**src/rtl/desc_xfer.sv**
```systemverilog
module desc_xfer #(
  parameter int NSRC = 24,
  parameter logic [7:0] BASE_RST = 8'hFD
) (
  input  logic            clk,
  input  logic            rst_n,
  input  logic            cfg_we,
  input  logic [7:0]      cfg_wdata,
  output logic [7:0]      cfg_rdata,
  input  logic [NSRC-1:0] req,
  output logic [NSRC-1:0] done,
  output logic            mem_rd,
  output logic            mem_wr,
  output logic            mem_wide,
  output logic [15:0]     mem_addr,
  output logic [15:0]     mem_wdata,
  input  logic [15:0]     mem_rdata
);
  localparam int SW = $clog2(NSRC);

  typedef enum logic [3:0] {
    S_IDLE, S_VEC, S_PTR, S_F0, S_F1, S_F2, S_F3, S_F4, S_XD, S_W1, S_W2, S_W3
  } st_t;

  st_t            st;
  logic [7:0]     base;
  logic [NSRC-1:0] pend;
  logic [SW-1:0]  cur, pick;
  logic [15:0]    rec, cnt, sa, da;
  logic [4:0]     ctl;
  logic [7:0]     blk;
  logic           hit0;

  wire busy  = st != S_IDLE;
  wire start = !busy && |pend;

  always_comb begin
    pick = '0;
    for (int i = NSRC - 1; i >= 0; i--)
      if (pend[i]) pick = SW'(i);
  end

  wire        lastu = cnt == 16'd1;
  wire        wrap  = ctl[1] && lastu;
  wire [15:0] inc   = ctl[0] ? 16'd2 : 16'd1;
  wire [15:0] span  = ctl[0] ? {7'd0, blk, 1'b0} : {8'd0, blk};
  wire [15:0] step  = inc - (wrap ? span : 16'd0);

  always_ff @(posedge clk) begin
    if (!rst_n) begin
      st <= S_IDLE; base <= BASE_RST; pend <= '0; cur <= '0;
      rec <= '0; cnt <= '0; sa <= '0; da <= '0; ctl <= '0; blk <= '0; hit0 <= 1'b0;
    end else begin
      pend <= (pend | req) & ~(start ? (NSRC'(1) << pick) : '0);
      if (cfg_we && !busy) base <= cfg_wdata;
      case (st)
        S_IDLE: if (start) begin cur <= pick; st <= S_VEC; end
        S_VEC:  st <= S_PTR;
        S_PTR:  begin rec <= mem_rdata; st <= S_F0; end
        S_F0:   st <= S_F1;
        S_F1:   begin ctl <= mem_rdata[4:0]; blk <= mem_rdata[15:8]; st <= S_F2; end
        S_F2:   begin cnt <= mem_rdata; st <= S_F3; end
        S_F3:   begin sa <= mem_rdata; st <= S_F4; end
        S_F4:   begin da <= mem_rdata; st <= S_XD; end
        S_XD: begin
          cnt  <= wrap ? {8'd0, blk} : cnt - 16'd1;
          if (ctl[2]) sa <= sa + step;
          if (ctl[3]) da <= da + step;
          hit0 <= lastu && !ctl[1];
          st   <= S_W1;
        end
        S_W1: st <= S_W2;
        S_W2: st <= S_W3;
        S_W3: if (ctl[4]) begin rec <= rec + 16'd8; st <= S_F0; end
              else st <= S_IDLE;
        default: st <= S_IDLE;
      endcase
    end
  end

  always_comb begin
    case (st)
      S_VEC:       mem_addr = {base, 8'h00} + {{(15 - SW){1'b0}}, cur, 1'b0};
      S_F0:        mem_addr = rec;
      S_F1, S_W1:  mem_addr = rec + 16'd2;
      S_F2, S_W2:  mem_addr = rec + 16'd4;
      S_F3, S_W3:  mem_addr = rec + 16'd6;
      S_F4:        mem_addr = sa;
      S_XD:        mem_addr = da;
      default:     mem_addr = '0;
    endcase
    case (st)
      S_XD:    mem_wdata = ctl[0] ? mem_rdata : {8'h00, mem_rdata[7:0]};
      S_W1:    mem_wdata = cnt;
      S_W2:    mem_wdata = sa;
      S_W3:    mem_wdata = da;
      default: mem_wdata = '0;
    endcase
  end

  assign mem_rd    = st inside {S_VEC, S_F0, S_F1, S_F2, S_F3, S_F4};
  assign mem_wr    = st inside {S_XD, S_W1, S_W2, S_W3};
  assign mem_wide  = !(st inside {S_F4, S_XD}) || ctl[0];
  assign done      = (st == S_W3 && hit0) ? (NSRC'(1) << cur) : '0;
  assign cfg_rdata = base;
endmodule


```
**config.mk**
```make
export PLATFORM = sky130hd
export DESIGN_NAME = desc_xfer
export DESIGN_NICKNAME = d
export VERILOG_FILES = /design/src/rtl/desc_xfer.sv
export SDC_FILE = /design/constraint.sdc
export NUM_CORES = 1
export LEC_CHECK = 0
export BUFFER_PORTS_ARGS = -buffer_cell sky130_fd_sc_hd__buf_4
export CAP_MARGIN = 0
export CORE_MARGIN = 10
export CORE_UTILIZATION = 55
export DETAILED_ROUTE_END_ITERATION = 10
export GPL_ROUTABILITY_DRIVEN = 0
export HOLD_SLACK_MARGIN = 0.03
export PLACE_DENSITY = 0.77
export SLEW_MARGIN = 20
export SYNTH_ARGS = -nofsm -noshare
export SYNTH_HDL_FRONTEND = slang
export SYNTH_SLANG_ARGS = --single-unit
export TNS_END_PERCENT = 30
```
**constraint.sdc**
```tcl
create_clock -name clk -period 8.5 [get_ports clk]
set_clock_uncertainty 0.05 [all_clocks]
set_input_delay 0.85 -clock clk [delete_from_list [all_inputs] [get_ports clk]]
set_output_delay 0.85 -clock clk [all_outputs]
set_load 0.005 [all_outputs]
```
==> out/qor.yml, run 1 <==
setup_path:
  end_kind: "flip-flop"
  crit_fanout: 10
  critPathTopFamily: "simple AND/OR/NAND/NOR gates"
  crit_arrival_ps: 5780
  cp_slowest_cell: "nor4_1"
  reg2reg_depth: 21
  worst_ep_required_time_ps: 8770
  crit_chain: "nor4_1 -> nor2b_4 -> and4_2 -> nand2_1 -> nor2_1 -> ha_1 -> inv_1 -> a21oi_1 -> nand2b_1 -> o211ai_1 -> a21oi_1 -> nor2_1 -> ha_1 -> o211ai_1 -> a21boi_0 -> and3_1 -> a211oi_1 -> or3_2 -> a211oi_2 -> mux2i_1 -> a21boi_1"
  critPathKind: "flip-flop to flip-flop"
  crit_cells: 21
  r2r_slack_ps: 2990
  cpPeakStageDelay_ps: 620
  r2r-start: "cnt[2]"
  crit_path_start_kind: "flip-flop"
  crit_buf_inv: 1
  cp-startpoint: "cnt[2]"
clocking:
  cts_tree: "done"
  ctsRootBufferMaster: "clkbuf_16"
  clock-sinks: 119
  h-tree-depth: 4
  clock_latency_ps: 430
  ctsHoldBuffers: 0
  post_cts_buffers: 0
  clockBufferDepth: 2
  clk_pin_slew_worst_paths_ps: 60
  cts_buffers: 17
  post_cts_resized: 0
hold_path:
  min_from: "ctl[2]"
  hold_depth: 2
  hold_path.class: "flip-flop to flip-flop"
finish:
  n_antenna_cell: 0
  nets: 1388
  fin_cells: 1520
  area_growth_pct: 16.5
  drive_above_1_share_pct: 14.4
pwr:
  peakVddDrop_uv: 166
  p_leak_nw: 4.20
  p_per_area_nw_per_um2: 159
job:
  drv_cap: 0
placed_design:
  dp_hpwl_um: 23500
  portBuffers: 117
  dp_cells: 1488
floorplanning:
  die-width_um: 148
  die_area_um2: 21900
  pin_count: 118
  start_util_pct: 56.4
  die_h_um: 148
  rows: 46
  design.core.area_um2: 15900
global_route:
  grt_max_degree: 94
  grt_usage_pct: 28.4
  grtUsageMet1_pct: 35.4
  grt_busiest_layer: "met2"
  grt_pass1_wl_um: 50300
  grt_overflow_total: 0
  use_met3_pct: 6.50
  grt_use_met2_pct: 45.0
  antenna_found_initial: 0
  grt_pass1_vias: 9265
timing:
  slew_viol_final: 0
  fin_crit_sh_pct: 64.8
  fmax_ghz: 0.181
  finalSetupViolations: 0
  min_period_ps: 5510
  hold_viol: 0
  rsz0062_at_grt: "no"
  fin_setup_tns_ps: 0
  slew_headroom_pct: 34.2
  worst_slew_pin_slew_ps: 987
routing:
  ant_nets: 0
  drc: 0
  post_drt_wl_per_cell_um: 21.1
  vias: 9948
  drt_iter0_drc: 1216
  firstDrtPassIters: 8
  routed_via_density: 6.54
  drt_wl_total_um: 32100
synthesis:
  syn-mean-instance-area_um2: 7.35
  synth-seq-area-share_pct: 26.5
  ys_ff_latch: 119
  postSynth.asyncResetShare_pct: 0
  syn-num-nets: 1321
  syn_area_um2: 8990
  syn_inst: 1224
  ys_warn_count: 0
  ys_types: 77
  synth_edf_count: 0
  ys.flop_type: "dfxtp_1"
run_status:
  status: "finished, final reports clean"
## area by class of cell
| class | count | area (um2) |
|---|---|---|
| Inverter | 25 | 93.8 |
| Timing Repair Buffer | 126 | 946 |
| Tap cell | 216 | 270 |
| Sequential cell | 119 | 2380 |
| Fill cell | 1415 | 5470 |
| Multi-Input combinational cell | 1002 | 6180 |
| Clock buffer | 17 | 425 |
| Clock inverter | 15 | 180 |
## cells in the mapped netlist (all sizes together) (3+ instances only)
master / count / area, um2
buf: 13 / 67.6
o22ai: 4 / 25.0
nor3: 31 / 166
o21bai: 4 / 30.0
mux2: 3 / 33.8
xor2: 16 / 140
nand2b: 13 / 81.3
or3: 10 / 63.8
a222oi: 4 / 40.0
or4: 4 / 33.8
a21oi: 108 / 541
inv: 24 / 90.1
fa: 4 / 80.1
a21boi: 24 / 180
xnor2: 24 / 210
a31oi: 42 / 263
and2: 13 / 82.6
o211ai: 14 / 105
nor2: 111 / 417
a21o: 8 / 60.1
or2: 6 / 37.5
mux2i: 20 / 200
a22oi: 26 / 195
nand3: 36 / 180
nor2b: 27 / 176
and3: 17 / 108
mux4: 8 / 180
nor3b: 5 / 37.5
nand4: 4 / 31.3
a221oi: 6 / 52.6
o21a: 4 / 30.0
dfxtp: 119 / 2380
o21ai: 121 / 606
a211oi: 15 / 118
ha: 42 / 526
o31ai: 13 / 97.6
nor4: 12 / 75.1
o211a: 5 / 50.1
clkbuf: 65 / 274
nand3b: 4 / 30.0
nand2: 165 / 619
## tightest hold or removal path, delay by kind of cell (launching register included)
kind | cells | cell delay, ps
flip-flops | 1 | 310
AO/OA/AOI/OAI | 1 | 60
AND/OR/NAND/NOR | 1 | 50
## power breakdown
part           internal (mW)  switching (mW)  total, mW
logic                  0.111           0.159      0.270
registers              0.587          0.0534      0.640
clock network          0.444           0.308      0.752
total                   1.14           0.521       1.66
## stage by stage
step,utilization [%],hold WS (ps),setup slack [ps],total power [mW],instance area (um2)
6_report,65.7,419,2990,1.66,10500
5_1_grt,65.7,444,2540,1.72,10500
4_1_cts,65.7,419,3120,1.66,10500
3_5_place_dp,61.9,411,3130,0.912,9870
3_3_place_gp,61.9,407,3340,0.908,9870
2_1_floorplan,-,393,3710,0.810,8990
## per-layer routing
metal  up-vias  wire length (um)
li1       4614                 -
met4         0              1770
met3       137              3310
met5         -                 0
met2       615             14400
met1      4582             12600
## logic make-up (layout without fill, tap and decap cells)
family | Yosys count | after routing | synth area share (%)
AND/OR/NAND/NOR | 462 | 462 | 24.2
adder cells (fa/ha/maj) | 46 | 46 | 6.74
XOR/XNOR | 40 | 40 | 3.90
buffers and inverters | 103 | 183 | 4.84
multiplexers | 31 | 31 | 4.61
flip-flops | 119 | 119 | 26.5
AO/OA/AOI/OAI | 423 | 423 | 29.2
## registers in the layout, summed over array words and instances, names as in the netlist, 8 cells and up
name	flops
cnt	16
cfg_rdata	8
blk	8
rec	16
sa	16
pend	24
da	16
## worst paths after layout
kind	to
min	ctl[2]
min reg2reg	ctl[2]
max reg2reg	da[15]
max	da[15]
## cell usage in the layout (no fill, tap or decap), types with 30 or more instances in the layout
| cell | instances |
|---|---|
| nor2_1 | 111 |
| a21oi_1 | 108 |
| dfxtp_1 | 118 |
| nand3_1 | 36 |
| nand2_1 | 165 |
| a31oi_1 | 42 |
| buf_4 | 126 |
| ha_1 | 42 |
| o21ai_0 | 121 |
| nor3_1 | 30 |
Note: power is estimated with default switching activity, not from simulation.
==> run 2, diff against run 1 <==
- ABC_AREA: default -> 1
- CORE_UTILIZATION: 55 -> 53
- clock period: 8.5 -> 4.6 ns (I/O delays scaled with it)
==> run 2 against run 1 <==
Effect of this change: synthesized area shrank 2.2%; routed wire length shrank 2.5%; clock power increased by 84%; first-iteration DRC count rose by 3.2%; core utilization down 0.46 points; maximum frequency up 26%; largest power group unchanged.
==> out/qor.yml, run 2 <==
pwr:
  peakVddDrop_uv: 276  # +66%
  combPwrFrac_pct: 18.5  # +2.3 points
  power_frac_clock_pct: 44.1  # -1.1 points
  pwr-share-seq_pct: 37.4  # -1.1 points
  p_per_area_nw_per_um2: 293  # +85%
  p_int_mw: 2.16  # +90%
  p_leak_nw: 4.69  # +12%
  switchingPower_uw: 973  # +87%
  swShare_pct: 31.0  # -0.33 points
job:
  drv_cap: 0  # unchanged
finish:
  seq_area_um2: 2380  # unchanged
  regMostFlops: "pend"
  drive_above_1_share_pct: 15.0  # +0.59 points
  layout_commonest_cell: "nand2_1"
  largest_register_ffs: 24  # unchanged
  fin_cells: 1706  # +12%
  utilization_pct: 65.3  # -0.46 points
  multiInputGateArea_um2: 5640  # -8.7%
  nets: 1571  # +13%
  final_cell_mix: "nand2_1, inv_1, o21ai_0, nor2_1, buf_4"
  area_growth_pct: 21.8
  fin_area_um2: 10700  # +2.2%
  fillers: 1512  # +6.9%
  n_antenna_cell: 0  # unchanged
timing:
  slew_viol_final: 0  # unchanged
  finalSetupViolations: 0  # unchanged
  hold-worst-slack_ps: 176  # -243 ps
  fin_crit_sh_pct: 94.9  # +30 points
  slew_headroom_pct: 19.4  # -15 points
  worst_slew_pin_slew_ps: 1210  # +218 ps
  min_period_ps: 4360  # -1150 ps
  hold_viol: 0  # unchanged
  fmax_ghz: 0.229  # +26%
floorplanning:
  rows: 47  # +2.2%
  pin_count: 118  # unchanged
  die_area_um2: 22100  # +1.3%
  start_util_pct: 53.6  # -2.8 points
  die_h_um: 149  # +0.63%
  die-width_um: 149  # +0.63%
  design.core.area_um2: 16400  # +2.9%
routing:
  post_drt_wl_per_cell_um: 18.4  # -13%
  drc: 0  # unchanged
  drt_iter0_drc: 1255  # +3.2%
  firstDrtPassIters: 7  # -1
  routed_via_density: 6.06  # -7.5%
  drt_wl_total_um: 31300  # -2.5%
  ant_nets: 0  # unchanged
  vias: 10333  # +3.9%
clocking:
  clk_pin_slew_worst_paths_ps: 60  # about the same
  clock-sinks: 119  # unchanged
  ctsRootBufferMaster: "clkbuf_16"
  clockBufferDepth: 2  # unchanged
  h-tree-depth: 4  # unchanged
  ctsHoldBuffers: 0  # unchanged
  cts_tree: "done"
  cts_buffers: 17  # unchanged
  clock_latency_ps: 440  # about the same
synthesis:
  syn_area_um2: 8790  # -2.2%
  ys.flop_type: "dfxtp_1"
  syn_inst: 1362  # +11%
  synth_top_cell_by_area: "dfxtp_1"
  syn-mean-instance-area_um2: 6.45  # -12%
  ys_top_cells_by_area: "dfxtp_1, nand2_1, o21ai_0"
  synth_most_common_cell: "nand2_1"
  synth_edf_count: 0  # unchanged
  ys_ff_latch: 119  # unchanged
  syn-num-nets: 1459  # +10%
  synth-seq-area-share_pct: 27.1  # +0.60 points
  ys_warn_count: 0  # unchanged
  postSynth.asyncResetShare_pct: 0  # unchanged
  netlist.area_leader.share_pct: 27.1  # +0.60 points
  ys_types: 58  # -25%
  yosys-top-cells-count: "nand2_1, inv_1, o21ai_0"
global_route:
  grt_usage_pct: 27.2  # -1.3 points
  antenna_found_initial: 0  # unchanged
  grt_pass1_vias: 9470  # +2.2%
  grt_overflow_total: 0  # unchanged
  grt_max_degree: 103  # +9.6%
  grt_pass1_wl_um: 48800  # -3.2%
setup_path:
  crit_path_start_kind: "flip-flop"
  end_kind: "flip-flop"
  crit_fanout: 5  # -5
  crit_arrival_ps: 4580  # -1200 ps
  cp_slowest_cell: "dfxtp_1"
  critPathKind: "flip-flop to flip-flop"
  worst_ep_required_time_ps: 4820  # -3950 ps
  r2r_slack_ps: 240  # -2750 ps
  cpPeakStageDelay_ps: 360  # -260 ps
placed_design:
  dp_hpwl_um: 23200  # -1.4%
  post_dp_cell_area_um2: 9930  # +0.60%
  dp_cells: 1671  # +12%
  portBuffers: 117  # unchanged
run_status:
  status: "finished, final reports clean"
hold_path:
  hold_path.class: "input pin to flip-flop"
-- run 2: changes by cell type after synthesis, moves of 19 or more --
cell,before,now
a21boi_0,22,2
inv_1,24,190
o22ai_1,4,24
mux2i_1,20,0
nor2b_1,26,0
a31oi_1,42,61
nand2_1,165,224
o21ai_0,121,165
nor2_1,111,148
-- run 2: timing repair --
action,in CTS,in global routing
endpoints found under the setup margin,1,11
resized for setup,1,35
setup buffers,0,4
pin swaps,0,9
hold endpoints to repair,0,0
-- run 2: kinds of logic (layout without fill, tap and decap cells) --
logic type,count (synthesis),in the layout,share of synthesized area (%)
AND/OR/NAND/NOR,492,492,24.3
adder cells (fa/ha/maj),46,46,6.89
flip-flops,119,119,27.1
AO/OA/AOI/OAI,437,437,28.8
buffers and inverters,245,369,10.5
XOR/XNOR,23,23,2.38
-- run 2: cell type report --
| cell class | instances | share of cell area, % |
|---|---|---|
| Sequential cell | 119 | 22.3 |
| Timing Repair Buffer | 144 | 10.1 |
| Tap cell | 220 | 2.57 |
| Multi-Input combinational cell | 998 | 52.7 |
| Clock buffer | 20 | 4.17 |
| Inverter | 194 | 6.80 |
| Clock inverter | 11 | 1.41 |
-- run 2: stage by stage --
step / TNS [ps] / total power, mW / worst slack, ps
6_report: 0 / 3.14 / 236
5_1_grt: -223 / 3.25 / -83.6
2_1_floorplan: 0 / 1.54 / 428
3_5_place_dp: -2.97 / 1.75 / -2.97
4_1_cts: 0 / 3.12 / 19.9
3_3_place_gp: 0 / 1.74 / 161
-- run 2: power groups by stage --
stage / sequential [mW] / combinational (mW) / clock, mW
floorplan: 1.16 / 0.375 / 0
global placement: 1.19 / 0.547 / 0
detailed placement: 1.19 / 0.555 / 0
CTS: 1.17 / 0.559 / 1.39
global route: 1.18 / 0.640 / 1.43
finish: 1.17 / 0.580 / 1.38
-- run 2: layer usage --
metal	vias to the layer above	share of wire, %	wire length [um]	track usage (%)
li1	4940	-	-	-
met1	4646	40	12600	34.6
met2	626	44	13800	40.9
met3	121	11	3480	8.07
met4	0	4.7	1470	13.8
met5	-	0	0	0
-- run 2: worst paths after layout --
check,from,endpoint,cells after the start
setup / recovery,cnt[9],sa[15],26
hold / removal,cfg_wdata[2],cfg_rdata[2],3
setup reg to reg,cnt[9],sa[15],26
hold reg to reg,cfg_rdata[4],cfg_rdata[4],2
-- run 2: worst max-delay path, delay by kind of cell, from the launching register on --
family | cells | cell delay (ps)
buf+inv | 3 | 220
flops | 1 | 360
compound gates | 9 | 1180
simple gates | 10 | 1410
xor+xnor | 1 | 190
fa+ha+maj | 3 | 780
